### src/rtl/bfins_pkg.sv
package bfins_pkg;
    localparam int OPCODE_W = 6;
    localparam logic [OPCODE_W-1:0] OPC_FIELD_INSERT = 6'b011001;
endpackage

### src/rtl/bfins_mask_gen.sv
module bfins_mask_gen #(
    parameter int DATA_W = 32,
    parameter int POS_W  = $clog2(DATA_W)
) (
    input  logic [POS_W-1:0]  lo_pos,
    input  logic [POS_W-1:0]  hi_pos,
    output logic [DATA_W-1:0] mask,
    output logic              legal
);
    localparam logic [POS_W-1:0] TOP_IDX = POS_W'(DATA_W - 1);
    localparam logic [POS_W-1:0] ONE_POS = POS_W'(1);

    logic [DATA_W-1:0] upper_ones;
    logic [DATA_W-1:0] lower_ones;

    always_comb begin
        // A shift by the full word width must give zero, so the top index is special
        if (hi_pos == TOP_IDX) begin
            upper_ones = '0;
        end else begin
            upper_ones = {DATA_W{1'b1}} << (hi_pos + ONE_POS);
        end
        lower_ones = {DATA_W{1'b1}} << lo_pos;
        legal      = (hi_pos >= lo_pos);
        mask       = legal ? (upper_ones ^ lower_ones) : '0;
    end
endmodule

### src/rtl/bfins_merge.sv
module bfins_merge #(
    parameter int DATA_W = 32,
    parameter int POS_W  = $clog2(DATA_W)
) (
    input  logic [DATA_W-1:0] src_val,
    input  logic [DATA_W-1:0] dst_old,
    input  logic [POS_W-1:0]  lo_pos,
    input  logic [DATA_W-1:0] mask,
    output logic [DATA_W-1:0] merged
);
    logic [DATA_W-1:0] aligned;

    always_comb begin
        aligned = src_val << lo_pos;
    end

    for (genvar gi = 0; gi < DATA_W; gi++) begin : g_bit
        assign merged[gi] = mask[gi] ? aligned[gi] : dst_old[gi];
    end
endmodule

### src/rtl/bfins_unit.sv
module bfins_unit
    import bfins_pkg::*;
#(
    parameter int DATA_W = 32,
    parameter int POS_W  = $clog2(DATA_W)
) (
    input  logic                clk,
    input  logic                rst_n,
    input  logic                op_valid,
    input  logic [OPCODE_W-1:0] opcode,
    input  logic [DATA_W-1:0]   src_val,
    input  logic [DATA_W-1:0]   dst_old,
    input  logic [POS_W-1:0]    lo_pos,
    input  logic [POS_W-1:0]    hi_pos,
    output logic                result_valid,
    output logic [DATA_W-1:0]   result,
    output logic [DATA_W-1:0]   mask_out,
    output logic                bad_field
);
    typedef struct packed {
        logic              vld;
        logic              bad;
        logic [DATA_W-1:0] msk;
        logic [DATA_W-1:0] res;
    } out_stage_t;

    out_stage_t        stage_d, stage_q;
    logic [DATA_W-1:0] sel_mask;
    logic [DATA_W-1:0] merged_word;
    logic              range_legal;
    logic              accept;

    bfins_mask_gen #(.DATA_W(DATA_W), .POS_W(POS_W)) u_mask (
        .lo_pos (lo_pos),
        .hi_pos (hi_pos),
        .mask   (sel_mask),
        .legal  (range_legal)
    );

    bfins_merge #(.DATA_W(DATA_W), .POS_W(POS_W)) u_merge (
        .src_val (src_val),
        .dst_old (dst_old),
        .lo_pos  (lo_pos),
        .mask    (sel_mask),
        .merged  (merged_word)
    );

    always_comb begin
        accept      = op_valid && (opcode == OPC_FIELD_INSERT);
        stage_d     = stage_q;
        stage_d.vld = accept;
        if (accept) begin
            stage_d.bad = !range_legal;
            stage_d.msk = sel_mask;
            stage_d.res = merged_word;
        end
    end

    always_ff @(posedge clk) begin
        if (!rst_n) begin
            stage_q <= '0;
        end else begin
            stage_q <= stage_d;
        end
    end

    assign result_valid = stage_q.vld;
    assign bad_field    = stage_q.bad;
    assign mask_out     = stage_q.msk;
    assign result       = stage_q.res;
endmodule

### config.mk
export PLATFORM = sky130hd
export DESIGN_NAME = bfins_unit
export DESIGN_NICKNAME = d
export VERILOG_FILES = /design/src/rtl/bfins_pkg.sv /design/src/rtl/bfins_mask_gen.sv /design/src/rtl/bfins_merge.sv /design/src/rtl/bfins_unit.sv
export SDC_FILE = /design/constraint.sdc
export NUM_CORES = 1
export LEC_CHECK = 0
export BUFFER_PORTS_ARGS = -buffer_cell sky130_fd_sc_hd__buf_2
export CORE_MARGIN = 2
export CORE_UTILIZATION = 40
export DETAILED_ROUTE_END_ITERATION = 7
export GPL_TIMING_DRIVEN = 0
export HOLD_SLACK_MARGIN = 0.15
export PLACE_DENSITY = 0.6
export SLEW_MARGIN = 10
export SYNTH_ARGS = -nofsm -noshare
export SYNTH_HDL_FRONTEND = slang
export SYNTH_SLANG_ARGS = --single-unit
export TNS_END_PERCENT = 1
### constraint.sdc
create_clock -name clk -period 7.78 [get_ports clk]
set_input_delay 1.167 -clock clk [delete_from_list [all_inputs] [get_ports clk]]
set_output_delay 1.167 -clock clk [all_outputs]
set_load 0.005 [all_outputs]
==> run_results.csv <==
group,metric,value,unit
outcome,status,"completed",
finish,final_layout_size_suffix_gt1_frac,0.253,
place,gp_congestion,1.02,
finish,nets,970,
global_route,grt_pass1_wl,38200,microns
synth,ys.flop_type,"dfxtp_1",
die,pin_count,149,
clocking,clkLatencyLatePin,340,ps
synth,synth-seq-area-share,0.235,
drt,ant_nets,0,
finish,post-route-util,0.502,
global_route,grt_max_degree,14,
drt,dr.pass1.iters,5,
pwr,finalPower,1.14,mW
sta,fin_tns_setup,0,ps
critical_path,reg2regPathDepth,3,
synth,synth_enable_flop_cells,0,
place,dp_worst_setup_slack,3370,ps
clocking,ctsResizeCount,0,
global_route,grt_pass1_vias,6281,
drt,drt_wl_total,25700,microns
finish,n_antenna_cell,0,
finish,fillers,1391,
synth,synth_cell_type_count,74,
critical_path,crit_path_start_kind,"input pin",
global_route,grt_usage,0.341,
clocking,postCtsHoldBufs,0,
min_path,min_path_cells,2,
clocking,path_clk_slew,60,ps
critical_path,cp.required,7960,ps
die,initial_core_util,0.407,
finish,area_delta_synth_final,23.4,%
sta,min_period_over_period,0.532,
place,dpl-instance-area,0.00659,sq mm
drt,via_per_inst,6.33,
synth,yosys-top-cells-area,"dfxtp_1, mux4_2, nand2_1",
die,rows,43,
sta,tightest_slew,1220,ps
critical_path,crit_fanout,10,
sta,finalClockSkew,0,ps
place,portBuffers,147,
synth,syn_inst,717,
pwr,p_leak,2.96,nW
critical_path,worstSetupPathType,"in2reg",
min_path,hold_path_class,"reg2reg",
die,die_width,123,microns
clocking,clockBufferDepth,2,
synth,ys_ff_latch,66,
sta,fmax,0.242,GHz
sta,drv_slew,0,
clocking,cts.sinks,66,
drt,wl_per_cell,24.2,microns
die,die-area,0.0150,sq mm
clocking,tritoncts,"done",
synth,syn_area,0.00562,sq mm
flow_run,drv_cap,0,
global_route,antenna_found_initial,0,
clocking,numCtsBuffers,9,
synth,synth_top_cell_area_share,0.235,
die,fp.dieH,123,microns
pwr,power_density,164,mW/mm^2
synth,synth_fp_nets,812,
global_route,grt_overflow,0,
sta,fin_ws,3640,ps
critical_path,cp-end-kind,"flip-flop",
drt,drtIter0Drc,752,
place,hpwlAfterDp,20700,microns
sta,finalSetupViolCount,0,
pwr,irDropWorstVdd,105,uV
critical_path,critPathArrivalTime,4310,ps
finish,stdcell_area,0.00694,sq mm
sta,fin_crit,4140,ps
min_path,whs_endpoint,"mask_out[22]$_SDFFE_PN0P_",
critical_path,r2r_start,"result[9]$_SDFFE_PN0P_",
synth,synth_top_cell_by_area,"dfxtp_1",
sta,max_slew_margin,0.179,
clocking,cts_setup_buffers,0,
clocking,cts_root_buf,"clkbuf_16",
drt,drc,0,
synth,synth.avg_cell_area,7.84,sq um
critical_path,r2r_end,"result[9]$_SDFFE_PN0P_",
die,core-area,0.0138,sq mm
synth,synth.most_common_cell,"nand2_1",
min_path,hp-start,"mask_out[22]$_SDFFE_PN0P_",
sta,hold_violations,0,
critical_path,reg2reg_slack,6900,ps
drt,vias,6711,
synth,yosysWarnings,0,
synth,synth_common_cells,"nand2_1, dfxtp_1, a21oi_1",
synth,synth_async_sr_flop_share,0,
sta,rsz0062_at_grt,"no",
clocking,htree_num_levels,3,
kinds of logic after synthesis:
logic type      after synthesis  share of synthesized area
compound gates              220                      0.270
xor+xnor                     19                     0.0296
fa+ha+maj                    12                     0.0267
buf+inv                      81                     0.0674
flops                        66                      0.235
mux                          64                      0.161
simple gates                255                      0.211
cell usage in the layout (no fill, tap or decap), types with 7 or more instances in the layout:
master | Yosys | routed
xnor2_1 | 13 | 13
and3_1 | 9 | 9
nor2_1 | 50 | 50
clkbuf_1 | 41 | 41
dfxtp_1 | 66 | 66
nand3_1 | 35 | 35
o31ai_1 | 7 | 7
o22ai_1 | 11 | 11
a22oi_1 | 11 | 11
inv_1 | 12 | 12
mux2i_1 | 30 | 30
o21ai_0 | 28 | 28
ha_1 | 12 | 12
o21ai_1 | 12 | 12
a21oi_1 | 51 | 51
mux2_2 | 12 | 12
nor3_1 | 18 | 18
buf_4 | 8 | 8
mux4_2 | 17 | 17
buf_2 | 12 | 159
o211ai_1 | 12 | 12
a21o_1 | 9 | 9
a221oi_1 | 8 | 8
nand2b_1 | 10 | 10
clkbuf_16 | 0 | 9
nand2_1 | 98 | 98
through the flow:
step                hold WS (ps)  std cells
floorplan                    445        717
global placement             438       1044
detailed placement           445       1044
CTS                          454       1060
global route                 468       1060
finish                       452       1060
critical path, stage by stage:
cell	delay, ps
buf_2	110
buf_4	160
inv_2	100
buf_2	250
buf_2	300
ha_1	270
a2111o_1	400
a31oi_2	620
buf_2	390
nor3_1	230
o211ai_1	180
o211ai_1	110
worst max path at each step:
stage | endpoint | start | cells after the start
finish | result[24]$_SDFFE_PN0P_ | lo_pos[1] | 12
global route | result[24]$_SDFFE_PN0P_ | lo_pos[1] | 12
CTS | result[24]$_SDFFE_PN0P_ | lo_pos[1] | 12
detailed placement | result[24]$_SDFFE_PN0P_ | lo_pos[1] | 12
global placement | result[20]$_SDFFE_PN0P_ | hi_pos[1] | 11
floorplan | result[19]$_SDFFE_PN0P_ | lo_pos[1] | 10
where the power goes:
group,leakage [nW],internal (mW),switching (mW)
Clock,0.171,0.316,0.167
Sequential,0.532,0.339,0.000701
Combinational,2.26,0.108,0.209
registers in the layout, indices dropped and copies added (netlist names):
register	flops
result_valid	1
mask_out	32
result	32
bad_field	1
layer usage:
layer,vias up,share of wire,track usage
met4,0,0.039,0.143
met3,44,0.085,0.0618
met5,-,0,0
met2,380,0.44,0.514
met1,3270,0.44,0.479
li1,3017,-,-
layout make-up:
type	count	area (sq um)	share of cell area
plain buffers	66	323	0.0465
clock buffers	9	225	0.0324
clock inverters	7	125	0.0180
inverters	15	56.3	0.00811
multi-input cells	570	3930	0.566
flip-flops and latches	66	1320	0.190
well taps	180	225	0.0324
repair buffers	147	736	0.106
Note: power is estimated with default switching activity, not from simulation.
